[src/rtl/branch_seq_pkg.sv]
package branch_seq_pkg;

  typedef enum logic [2:0] {
    BK_NONE   = 3'd0,
    BK_JUMP_D = 3'd1,
    BK_IFT    = 3'd2,
    BK_IFF    = 3'd3,
    BK_IFT_D  = 3'd4,
    BK_IFF_D  = 3'd5
  } br_kind_e;

  typedef enum logic [1:0] {
    CMP_NONE = 2'd0,
    CMP_EQ   = 2'd1,
    CMP_GE   = 2'd2
  } cmp_op_e;

  function automatic logic kind_is_branch(br_kind_e k);
    return (k == BK_JUMP_D) || (k == BK_IFT) || (k == BK_IFF) ||
           (k == BK_IFT_D)  || (k == BK_IFF_D);
  endfunction

  function automatic logic kind_is_delayed(br_kind_e k);
    return (k == BK_JUMP_D) || (k == BK_IFT_D) || (k == BK_IFF_D);
  endfunction

  function automatic logic kind_cond_met(br_kind_e k, logic t);
    case (k)
      BK_JUMP_D:          return 1'b1;
      BK_IFT, BK_IFT_D:   return t;
      BK_IFF, BK_IFF_D:   return ~t;
      default:            return 1'b0;
    endcase
  endfunction

endpackage

[src/rtl/tflag_unit.sv]
module tflag_unit
  import branch_seq_pkg::*;
#(
  parameter int DATA_W = 32
) (
  input  logic              clk,
  input  logic              rst_n,
  input  logic              upd_en,
  input  logic [1:0]        op,
  input  logic [DATA_W-1:0] a,
  input  logic [DATA_W-1:0] b,
  output logic              t_q
);

  function automatic logic signed_ge(logic [DATA_W-1:0] x, logic [DATA_W-1:0] y);
    return $signed(x) >= $signed(y);
  endfunction

  cmp_op_e op_e;
  logic    cmp_write;
  logic    cmp_result;

  assign op_e      = cmp_op_e'(op);
  assign cmp_write = upd_en && ((op_e == CMP_EQ) || (op_e == CMP_GE));

  always_comb begin
    case (op_e)
      CMP_EQ:  cmp_result = (a == b);
      CMP_GE:  cmp_result = signed_ge(a, b);
      default: cmp_result = t_q;
    endcase
  end

  always_ff @(posedge clk or negedge rst_n) begin
    if (!rst_n)         t_q <= 1'b0;
    else if (cmp_write) t_q <= cmp_result;
  end

  // T moves only on an advancing compare
  a_r10_t_hold: assert property (@(posedge clk) disable iff (!rst_n)
    (!upd_en || (op == 2'd0)) |=> $stable(t_q));

  // equal operands under equality compare leave T set
  a_r8_eq_sets: assert property (@(posedge clk) disable iff (!rst_n)
    (upd_en && (op == 2'd1) && (a == b)) |=> t_q);

  // the most negative value is never >= zero
  a_r9_ge_sign: assert property (@(posedge clk) disable iff (!rst_n)
    (upd_en && (op == 2'd2) && a[DATA_W-1] && (b == '0)) |=> !t_q);

endmodule

[src/rtl/branch_resolve.sv]
module branch_resolve
  import branch_seq_pkg::*;
(
  input  logic       advance,
  input  logic [2:0] kind,
  input  logic       t_cur,
  input  logic       slot_pend,
  output logic       take,
  output logic       squash,
  output logic       err,
  output logic       arm_slot
);

  br_kind_e k;
  logic     is_br;
  logic     legal_br;

  assign k        = br_kind_e'(kind);
  assign is_br    = kind_is_branch(k);
  assign legal_br = advance && is_br && !slot_pend;

  assign err      = advance && is_br && slot_pend;
  assign take     = legal_br && kind_cond_met(k, t_cur);
  assign arm_slot = legal_br && kind_is_delayed(k);
  assign squash   = take && !kind_is_delayed(k);

  always_comb begin
    // an illegal branch neither redirects nor squashes
    a_r11_err_inert: assert (!(err && (take || squash || arm_slot)));
    // a delayed branch never squashes its slot
    a_r5_no_slot_squash: assert (!(squash && arm_slot));
  end

endmodule

[src/rtl/pc_sequencer.sv]
module pc_sequencer #(
  parameter int              ADDR_W   = 32,
  parameter logic [ADDR_W-1:0] RESET_PC = '0
) (
  input  logic              clk,
  input  logic              rst_n,
  input  logic              advance,
  input  logic              take,
  input  logic              arm_slot,
  input  logic [ADDR_W-1:0] target,
  output logic [ADDR_W-1:0] pc_q,
  output logic              slot_q
);

  localparam logic [ADDR_W-1:0] STEP = ADDR_W'(2);

  function automatic logic [ADDR_W-1:0] pc_step(logic [ADDR_W-1:0] p);
    return p + STEP;
  endfunction

  logic [ADDR_W-1:0] pc_d;

  always_comb begin
    if (!advance)  pc_d = pc_q;
    else if (take) pc_d = target;
    else           pc_d = pc_step(pc_q);
  end

  always_ff @(posedge clk or negedge rst_n) begin
    if (!rst_n) begin
      pc_q   <= RESET_PC;
      slot_q <= 1'b0;
    end else begin
      pc_q <= pc_d;
      if (advance) slot_q <= arm_slot;
    end
  end

  // nothing moves on a non-advancing cycle
  a_r12_stall_hold: assert property (@(posedge clk) disable iff (!rst_n)
    !advance |=> ($stable(pc_q) && $stable(slot_q)));

  // a taken branch lands on its target
  a_r3_lands_target: assert property (@(posedge clk) disable iff (!rst_n)
    (advance && take) |=> (pc_q == $past(target)));

  // straight-line flow steps by one 16-bit instruction
  a_r2_seq_step: assert property (@(posedge clk) disable iff (!rst_n)
    (advance && !take) |=> (pc_q == $past(pc_q) + STEP));

  // a slot lasts for exactly one advancing instruction
  a_r11_slot_once: assert property (@(posedge clk) disable iff (!rst_n)
    (advance && slot_q) |=> !slot_q);

endmodule

[src/rtl/branch_seq.sv]
module branch_seq #(
  parameter int                ADDR_W   = 32,
  parameter int                DATA_W   = 32,
  parameter logic [ADDR_W-1:0] RESET_PC = '0
) (
  input  logic              clk,
  input  logic              rst_n,
  input  logic              fetch_valid,
  input  logic              stall,
  input  logic [2:0]        br_kind,
  input  logic [ADDR_W-1:0] br_target,
  input  logic [1:0]        cmp_op,
  input  logic [DATA_W-1:0] cmp_a,
  input  logic [DATA_W-1:0] cmp_b,
  output logic [ADDR_W-1:0] fetch_pc,
  output logic              squash,
  output logic              t_flag,
  output logic              br_err
);

  logic advance;
  logic take;
  logic arm_slot;
  logic slot_pend;
  logic t_q;

  assign advance = fetch_valid && !stall;

  tflag_unit #(.DATA_W(DATA_W)) u_tflag (
    .clk    (clk),
    .rst_n  (rst_n),
    .upd_en (advance),
    .op     (cmp_op),
    .a      (cmp_a),
    .b      (cmp_b),
    .t_q    (t_q)
  );

  branch_resolve u_resolve (
    .advance   (advance),
    .kind      (br_kind),
    .t_cur     (t_q),
    .slot_pend (slot_pend),
    .take      (take),
    .squash    (squash),
    .err       (br_err),
    .arm_slot  (arm_slot)
  );

  pc_sequencer #(.ADDR_W(ADDR_W), .RESET_PC(RESET_PC)) u_pc (
    .clk      (clk),
    .rst_n    (rst_n),
    .advance  (advance),
    .take     (take),
    .arm_slot (arm_slot),
    .target   (br_target),
    .pc_q     (fetch_pc),
    .slot_q   (slot_pend)
  );

  assign t_flag = t_q;

  // strobes are silent when nothing advances
  a_r12_quiet_strobes: assert property (@(posedge clk) disable iff (!rst_n)
    !advance |-> (!squash && !br_err));

  // squash only comes from an immediate conditional code
  a_r4_squash_kind: assert property (@(posedge clk) disable iff (!rst_n)
    squash |-> ((br_kind == 3'd2) || (br_kind == 3'd3)));

endmodule

[config.mk]
export PLATFORM = sky130hd
export DESIGN_NAME = branch_seq
export DESIGN_NICKNAME = d
export VERILOG_FILES = /design/src/rtl/branch_seq_pkg.sv /design/src/rtl/tflag_unit.sv /design/src/rtl/branch_resolve.sv /design/src/rtl/pc_sequencer.sv /design/src/rtl/branch_seq.sv
export SDC_FILE = /design/constraint.sdc
export NUM_CORES = 1
export LEC_CHECK = 0
export BUFFER_PORTS_ARGS = -buffer_cell sky130_fd_sc_hd__buf_2
export CAP_MARGIN = 30
export CORE_ASPECT_RATIO = 1.2
export CORE_MARGIN = 3
export CORE_UTILIZATION = 51
export DETAILED_ROUTE_END_ITERATION = 10
export PLACE_DENSITY = 0.87
export REMOVE_ABC_BUFFERS = 1
export SLEW_MARGIN = 20
export SYNTH_ARGS = -nofsm -noshare
export SYNTH_HDL_FRONTEND = slang
export SYNTH_SLANG_ARGS = --single-unit
[constraint.sdc]
create_clock -name clk -period 6.29 [get_ports clk]
set_input_delay 1.258 -clock clk [delete_from_list [all_inputs] [get_ports clk]]
set_output_delay 1.258 -clock clk [all_outputs]
set_load 0.005 [all_outputs]
==> flow_metrics.tcl, run 1 <==
set metrics [dict create \
    outcome "complete, no violations" \
    setup_viol 0 \
    vias 3348 \
    n_antenna_cell 0 \
    async_reset_ff_share_pct 100 \
    drt_iter0_drc 148 \
    p_leak_nw 1.91 \
    clock_latency_ns 0.29 \
    ir_worst_vdd_mv 0.116 \
    start_util_pct 53.7 \
    hold_depth 2 \
    hold_class "flop to flop" \
    crit_path_max_fanout 14 \
    startpoint_type "primary input" \
    vias_per_cell 5.84 \
    cp.arrival_ns 2.95 \
    ys_seq_area_share_pct 29.3 \
    synth_area_leaders "dfrtp_1, ha_1, a21oi_1" \
    wl_per_cell_um 14.0 \
    synth-xor-area-share_pct 0 \
    syn_area_mm2 0.00291 \
    rrSetupSlack_ns 3.92 \
    fill_cells 433 \
    overflow 0 \
    hold_end "u_pc.pc_q[0]$_DFFE_PN0P_" \
    fin_tns_setup_ns 0 \
    max_cap_violations 0 \
    yosys_warnings 0 \
    fin_nets 649 \
    clock-sinks 34 \
    synth_edf_count 0 \
    dp_cells 565 \
    cts_resized 0 \
    row_count 29 \
    synth_fa_ha_area_share_pct 14.6 \
    grt.total_usage_pct 24.3 \
    routabilityCongestion 0.902 \
    fin_ws_ns 2.09 \
    antenna_left 0 \
    yosysTopAreaCellShare_pct 29.3 \
    slew_headroom_pct 40.2 \
    cts_tree "built" \
    cts.path.max_buffers 2 \
    hold_viol 0 \
    fin_skew_ns 0.00842 \
    synth.area.mux_share_pct 0.345 \
    dr.pass1.iters 5 \
    synth-compound-area-share_pct 25.0 \
    synth_ff_type "dfrtp_1" \
    rr_worst_depth 7 \
    required_ns 5.03 \
    grt_max_degree 69 \
    final_core_util_pct 69.1 \
    dp_hpwl_um 6330 \
    antenna_found_initial 0 \
    worst_pin_slew_ns 0.891 \
    timing.fmax_ghz 0.238 \
    clkTransAtPathRegs_ns 0.06 \
    post_cts_buffers 0 \
    die-area_mm2 0.00664 \
    htreeDepth 2 \
    wirelength_um 8030 \
    synth_area_per_cell_um2 7.65 \
    rr_endpoint "u_pc.pc_q[27]$_DFFE_PN0P_" \
    drc 0 \
    setup.worst_path.end_class "output pin" \
    yosysUniqueCellTypes 40 \
    portBuffers 139 \
    power.density_mw_per_mm2 260 \
    grt_pass1_vias 3110 \
    rsz0062_at_grt "false" \
    min_from "u_pc.pc_q[0]$_DFFE_PN0P_" \
    period_share_pct 66.8 \
    synth_commonest_cells "a21oi_1, inv_1, dfrtp_1, ha_1, nand2_1" \
    r2r_start "u_pc.pc_q[1]$_DFFE_PN0P_" \
    synth_top_family_by_area "compound AO/OA/AOI/OAI gates" \
    post-synth-top-count-cell "a21oi_1" \
    io-pin-count 140 \
    root_buffer "clkbuf_8" \
    min_period_ns 4.20 \
    total_power_w 0.000971 \
    pre_cts_slack_ns 2.09 \
    drive_gt1_share_pct 30.7 \
    fin_cells 573 \
    die_w_um 74.9 \
    synthToLayoutAreaGrowth_pct 28.6 \
    grt_pass1_wl_um 12900 \
    die_h_um 88.7 \
    slew_violations 0 \
    numCtsBuffers 5 \
    synth-simple-area-share_pct 23.2 \
    cts_hold_buffers 0 \
    ys_ff_latch 34 \
    synth_cells 380 \
    critical_path_class "primary input to output pin" \
    synth.largest_area_cell "dfrtp_1" \
    core_mm2 0.00541 \
]
placed cells by master, fill, tap and decap left out, types with 2 or more instances in the layout:
cell,instances
nor3_1,7
buf_2,139
nand4_1,14
clkbuf_8,6
o21ai_0,24
a21oi_1,53
nor2_1,25
or3_1,4
o211ai_1,2
nor4_1,4
a21o_1,3
a22oi_1,4
o22ai_1,13
a31oi_1,2
nand2_1,33
and3_1,4
ha_1,34
a211oi_1,2
nor2b_1,2
dfrtp_1,34
buf_4,2
nand3_1,28
and4_1,2
inv_1,38
a2bb2oi_1,11
cell families after synthesis:
logic type                 count (synthesis)
AOI/OAI and AO/OA                        122
adders and majority gates                 34
buffers and inverters                     57
DFF                                       34
muxes                                      1
and+or+nand+nor                          132
layer usage:
layer	vias up	part of all wire [%]	wire length, um	global-route usage (%)
met5	-	0	0	0
met3	22	8.0	639	5.00
met1	1513	39	3140	26.9
li1	1656	-	-	-
met4	0	3.0	244	10.8
met2	157	50	4010	43.7
where the power goes:
part | total, W | internal, W | switching, W
registers | 0.000414 | 0.000307 | 0.000107
logic | 0.000389 | 0.000192 | 0.000197
clock network | 0.000168 | 0.0000883 | 0.0000801
total | 0.000971 | 0.000587 | 0.000384
worst max-delay path, cell delays in order:
cell      delay [ns]
buf_2           0.11
nand2b_1        0.40
buf_8           0.29
or4_2           0.66
nor2_1          0.11
buf_2           0.12
metrics by stage:
step                cell area (um2)  hold slack (ns)
floorplan                      2830            0.470
global placement               3630            0.467
detailed placement             3650            0.470
CTS                            3740            0.486
global route                   3740            0.502
finish                         3740            0.478
flip-flops by register name, summed over array words and instances, names as in the netlist:
register,cells
u_pc.pc_q,32
u_pc.slot_q,1
u_tflag.t_q,1
worst max-delay path by stage:
stage               start  endpoint  slack [ns]  cells after the start
floorplan           stall    squash        1.83                      3
global placement    stall    squash        1.97                      5
detailed placement  stall    squash        2.09                      6
CTS                 stall    squash        2.07                      6
global route        stall    squash        1.99                      6
finish              stall    squash        2.09                      6
cell type report:
class / count / area (um2) / share of cell area (%)
tap: 62 / 77.6 / 2.08
clock inverter: 1 / 5.00 / 0.134
multi-input combinational: 289 / 1850 / 49.5
sequential: 34 / 851 / 22.8
timing repair buffer: 142 / 726 / 19.4
clock buffer: 7 / 86.3 / 2.31
inverter: 38 / 143 / 3.82
(Power assumes the default switching activity.)
==> run 2: changes to the inputs <==
- CORE_UTILIZATION: 51 -> 47
- PLACE_DENSITY: 0.87 -> 0.81
- clock period: 6.29 -> 3.9 ns (I/O delays scaled with it)
==> run 2 against run 1 <==
Non-clock buffer count increased by 1. Wire length increased by 3.7%. Hold slack improved by 0.0025 ns. Cell count increased by 3.3%. Critical path type unchanged. Largest power group unchanged.
==> flow_metrics.tcl, run 2 (synthesis gave the netlist of run 1 again) <==
set metrics [dict create \
    p_sw_share_pct 39.0 \
    outcome "complete, no violations" \
    hold_end "u_pc.pc_q[0]$_DFFE_PN0P_" \
    drc 0 \
    rsz0062_at_grt "false" \
    required_ns 3.12 \
    dr.pass1.iters 4 \
    timing.fmax_ghz 0.352 \
    largest_register "u_pc.pc_q" \
    clkTransAtPathRegs_ns 0.07 \
    critical_path_class "primary input to output pin" \
    clockPowerShare_pct 19.3 \
    die-area_mm2 0.00716 \
    slew_headroom_pct 48.1 \
    vias_per_cell 5.65 \
    cp.arrival_ns 2.06 \
    core_mm2 0.00582 \
    switchingPower_w 0.000628 \
    largest_registers "u_pc.pc_q (32), u_pc.slot_q (1), u_tflag.t_q (1)" \
    start_util_pct 49.9 \
    startpoint_type "primary input" \
    fin_tns_setup_ns 0 \
    wl_per_cell_um 14.1 \
    cts.path.max_buffers 2 \
    clock_latency_ns 0.29 \
    grt_max_degree 69 \
    grt_pass1_vias 3251 \
    io-pin-count 140 \
    cts_hold_buffers 0 \
    fill_cells 508 \
    power.density_mw_per_mm2 427 \
    die_h_um 92.1 \
    fin_cells 592 \
    min_from "u_pc.pc_q[0]$_DFFE_PN0P_" \
    p_seq_share_pct 41.7 \
    rr_worst_depth 7 \
    cts_tree "built" \
    final_core_util_pct 64.8 \
    fin_nets 650 \
    final_cell_mix "buf_2, a21oi_1, inv_1" \
    antenna_found_initial 0 \
    ir_worst_vdd_mv 0.187 \
    n_antenna_cell 0 \
    antenna_left 0 \
    crit_path_max_fanout 6 \
    cts_resized 0 \
    final_common_cell "buf_2" \
    die_w_um 77.8 \
    hold_depth 2 \
    htreeDepth 2 \
    grt.total_usage_pct 23.8 \
    pre_cts_slack_ns 1.06 \
    root_buffer "clkbuf_8" \
    worst_pin_slew_ns 0.779 \
    row_count 30 \
    numCtsBuffers 5 \
    min_period_ns 2.84 \
    combPwrFrac_pct 39.0 \
    rr_endpoint "u_pc.pc_q[27]$_DFFE_PN0P_" \
    grt_pass1_wl_um 14100 \
    portBuffers 139 \
    hold_class "flop to flop" \
    vias 3347 \
    p_leak_nw 1.92 \
    drt_iter0_drc 134 \
    setup_viol 0 \
    r2r_start "u_pc.pc_q[1]$_DFFE_PN0P_" \
    hold_viol 0 \
    slew_violations 0 \
    routabilityCongestion 0.905 \
    overflow 0 \
    post_cts_buffers 0 \
    setup.worst_path.end_class "output pin" \
    dp_hpwl_um 6470 \
    fin_ws_ns 1.06 \
    drive_gt1_share_pct 31.1 \
    dp_cells 584 \
    synthToLayoutAreaGrowth_pct 29.8 \
    period_share_pct 72.8 \
    rrSetupSlack_ns 1.56 \
    clock-sinks 34 \
    largest_reg_flops 32 \
    p_int_w 0.000982 \
    fin_skew_ns 0.00829 \
    max_cap_violations 0 \
    wirelength_um 8330 \
]
[run 2: cell count changes in the layout (fill, tap and decap cells not counted), sizes merged]
| cell | delta |
|---|---|
| buf | +1 |
| clkbuf | +1 |
| clkinv | -1 |
[run 2: critical path, cell delays in order]
cell     delay, ns
buf_2         0.13
a22oi_1       0.19
nor2_1        0.09
or4_2         0.64
nor2_1        0.11
buf_2         0.12
[run 2: how the worst max path moves through the flow]
stage / startpoint / to / slack (ns) / cells after the start
final: br_kind[2] / squash / 1.06 / 6
after global routing: br_kind[2] / squash / 0.98 / 6
after CTS: br_kind[2] / squash / 1.06 / 6
after detailed placement: br_kind[2] / squash / 1.06 / 6
after global placement: br_kind[2] / squash / 1.10 / 6
after floorplan: stall / squash / 0.40 / 3
[run 2: per-stage QoR]
step | power (W) | hold WS (ns) | cell area [um2]
after floorplan | 0.000989 | 0.470 | 2830
after CTS | 0.00161 | 0.484 | 3770
after detailed placement | 0.00130 | 0.467 | 3660
final | 0.00161 | 0.480 | 3770
after global placement | 0.00128 | 0.459 | 3660
after global routing | 0.00174 | 0.515 | 3770
[run 2: area by class of cell]
type | count | area [um2] | share of cell area, %
multi-input cells | 289 | 1840 | 48.8
flip-flops and latches | 34 | 851 | 22.6
repair buffers | 143 | 726 | 19.2
inverters | 38 | 143 | 3.78
clock buffers | 8 | 110 | 2.92
well taps | 80 | 100 | 2.66
[run 2: metal layers]
metal	GRT usage [%]	vias up	share of wire [%]
li1	-	1657	-
met1	25.9	1538	38
met2	44.5	139	52
met3	5.11	13	8.1
met4	8.31	0	1.8
met5	0	-	0
[run 2: power groups by stage]
stage | Sequential, W | Combinational [W] | Clock (W)
2_1_floorplan | 0.000655 | 0.000333 | 0
3_3_place_gp | 0.000663 | 0.000612 | 0
3_5_place_dp | 0.000672 | 0.000631 | 0
4_1_cts | 0.000666 | 0.000634 | 0.000314
5_1_grt | 0.000697 | 0.000715 | 0.000324
6_report | 0.000671 | 0.000628 | 0.000311
==> run 3: changes to the inputs <==
- clock period: 3.9 -> 2.68 ns (I/O delays scaled with it)
==> run 3 against run 2 <==
Design area about the same. Combinational power up 45%. Global-route usage down 1.1 points. First-iteration DRC count up 47%. Register-to-register slack worse by 1.2 ns. Die area unchanged. Non-clock buffer count unchanged. Clock skew down 0.00094 ns. Sequential share of layout area about the same. Hold slack worse by 0.15 ns. Critical path depth up 1. Total power up 45%. Highest routed layer unchanged.
==> flow_metrics.tcl, run 3 (synthesis gave the netlist of run 1 again) <==
set metrics [dict create \
    vias 3288 \
    drive_gt1_share_pct 30.7 \
    antenna_found_initial 0 \
    vias_per_cell 5.55 \
    startpoint_type "flop" \
    die-area_mm2 0.00716 \
    hold_class "primary input to async pin" \
    wirelength_um 8080 \
    outcome "complete, no violations" \
    start_util_pct 49.9 \
    die_h_um 92.1 \
    dr.pass1.iters 5 \
    final_cell_mix "buf_2, a21oi_1, inv_1" \
    final_common_cell "buf_2" \
    pre_cts_slack_ns 0.216 \
    grt_pass1_wl_um 13600 \
    htreeDepth 2 \
    required_ns 2.90 \
    power.density_mw_per_mm2 622 \
    die_w_um 77.8 \
    cp_cell_sequence "ha_1 > nand4_1 > or4_4 > nor3_4 > nand4_1 > or3_1 > nand3_1" \
    path_common_cell "nand4_1" \
    critPathMaxStageDelay_ns 0.58 \
    portBuffers 139 \
    crit_path_max_fanout 5 \
    fin_skew_ns 0.00735 \
    slowest_stage "or4_4" \
    worst_pin_slew_ns 0.781 \
    crit_family "simple AND/OR/NAND/NOR gates" \
    slew_headroom_pct 47.9 \
    core_mm2 0.00582 \
    cts.path.max_buffers 2 \
    numCtsBuffers 5 \
    drt_iter0_drc 197 \
    cts_hold_buffers 0 \
    r2r_start "u_pc.pc_q[1]$_DFFE_PN0P_" \
    grt_pass1_vias 3249 \
    critical_path_buf_inv_count 0 \
    n_antenna_cell 0 \
    grt_max_degree 69 \
    fin_ws_ns 0.342 \
    clkTransAtPathRegs_ns 0.07 \
    dp_cells 584 \
    total_power_w 0.00234 \
    rsz0062_at_grt "false" \
    fin_nets 650 \
    post_cts_buffers 0 \
    largest_reg_flops 32 \
    hold_viol 0 \
    setup_viol 0 \
    ir_worst_vdd_mv 0.244 \
    overflow 0 \
    clock_latency_ns 0.28 \
    period_share_pct 87.2 \
    drc 0 \
    cts_resized 0 \
    root_buffer "clkbuf_8" \
    wl_per_cell_um 13.6 \
    antenna_left 0 \
    largest_registers "u_pc.pc_q (32), u_pc.slot_q (1), u_tflag.t_q (1)" \
    p_leak_nw 1.92 \
    fin_cells 592 \
    io-pin-count 140 \
    largest_register "u_pc.pc_q" \
    cts_tree "built" \
    row_count 30 \
    clock-sinks 34 \
    dp_hpwl_um 6350 \
    max_cap_violations 0 \
    grt.total_usage_pct 22.7 \
    crit_start "u_pc.pc_q[1]$_DFFE_PN0P_" \
    cp.arrival_ns 2.56 \
    routabilityCongestion 0.897 \
    slew_violations 0 \
    min_period_ns 2.34 \
    setup.worst_path.end_class "flop" \
    timing.fmax_ghz 0.428 \
    critical_path_class "flop to flop" \
    synthToLayoutAreaGrowth_pct 29.6 \
]
run 3: cell count changes in the layout (fill, tap and decap cells not counted), sizes merged:
| cell | before | now |
|---|---|---|
| bufinv | 0 | 1 |
| clkbuf | 8 | 7 |
run 3: final cells by class:
class                           count  area [um2]
Fill cell                         505        2050
Multi-Input combinational cell    289        1840
Sequential cell                    34         851
Timing Repair Buffer              143         726
Inverter                           38         143
Tap cell                           80         100
Clock buffer                        7        76.3
Clock inverter                      1        30.0
run 3: per-layer routing:
metal / GRT usage [%] / wire (um) / vias to the layer above
met4: 6.97 / 111 / 0
met3: 5.30 / 653 / 9
met1: 25.3 / 3140 / 1496
met2: 42.1 / 4170 / 131
li1: - / - / 1652
met5: 0 / 0 / -
run 3: worst register-to-register path, cell delays in order (launching register included):
cell	delay, ns
dfrtp_1	0.42
ha_1	0.25
nand4_1	0.19
or4_4	0.58
nor3_4	0.29
nand4_1	0.15
or3_1	0.33
nand3_1	0.08
run 3: stage by stage:
step / cell area (um2) / setup TNS [ns] / hold WS [ns] / util [%]
after floorplan: 2830 / -5.12 / 0.240 / -
after global placement: 3660 / 0 / 0.462 / 62.9
after detailed placement: 3660 / 0 / 0.467 / 62.9
after CTS: 3770 / 0 / 0.349 / 64.7
after global routing: 3770 / 0 / 0.376 / 64.7
final: 3770 / 0 / 0.329 / 64.7
run 3: where the power goes:
| group | switching, W | leakage [nW] | total [W] | internal (W) |
|---|---|---|---|---|
| registers | 0.000251 | 0.392 | 0.000971 | 0.000721 |
| clock network | 0.000183 | 0.0524 | 0.000461 | 0.000278 |
| logic | 0.000460 | 1.47 | 0.000909 | 0.000449 |
run 3: final timing paths:
check                                                  to  slack [ns]  cells past startpoint
worst max-delay path            u_pc.pc_q[27]$_DFFE_PN0P_        0.34                      7
worst min-delay path            u_pc.pc_q[23]$_DFFE_PN0P_        0.33                      1
worst max register to register  u_pc.pc_q[27]$_DFFE_PN0P_        0.34                      7
worst min register to register   u_pc.pc_q[0]$_DFFE_PN0P_        0.48                      2
max in group asynchronous        u_pc.pc_q[4]$_DFFE_PN0P_        1.85                      1
min in group clk                 u_pc.pc_q[0]$_DFFE_PN0P_        0.45                      3
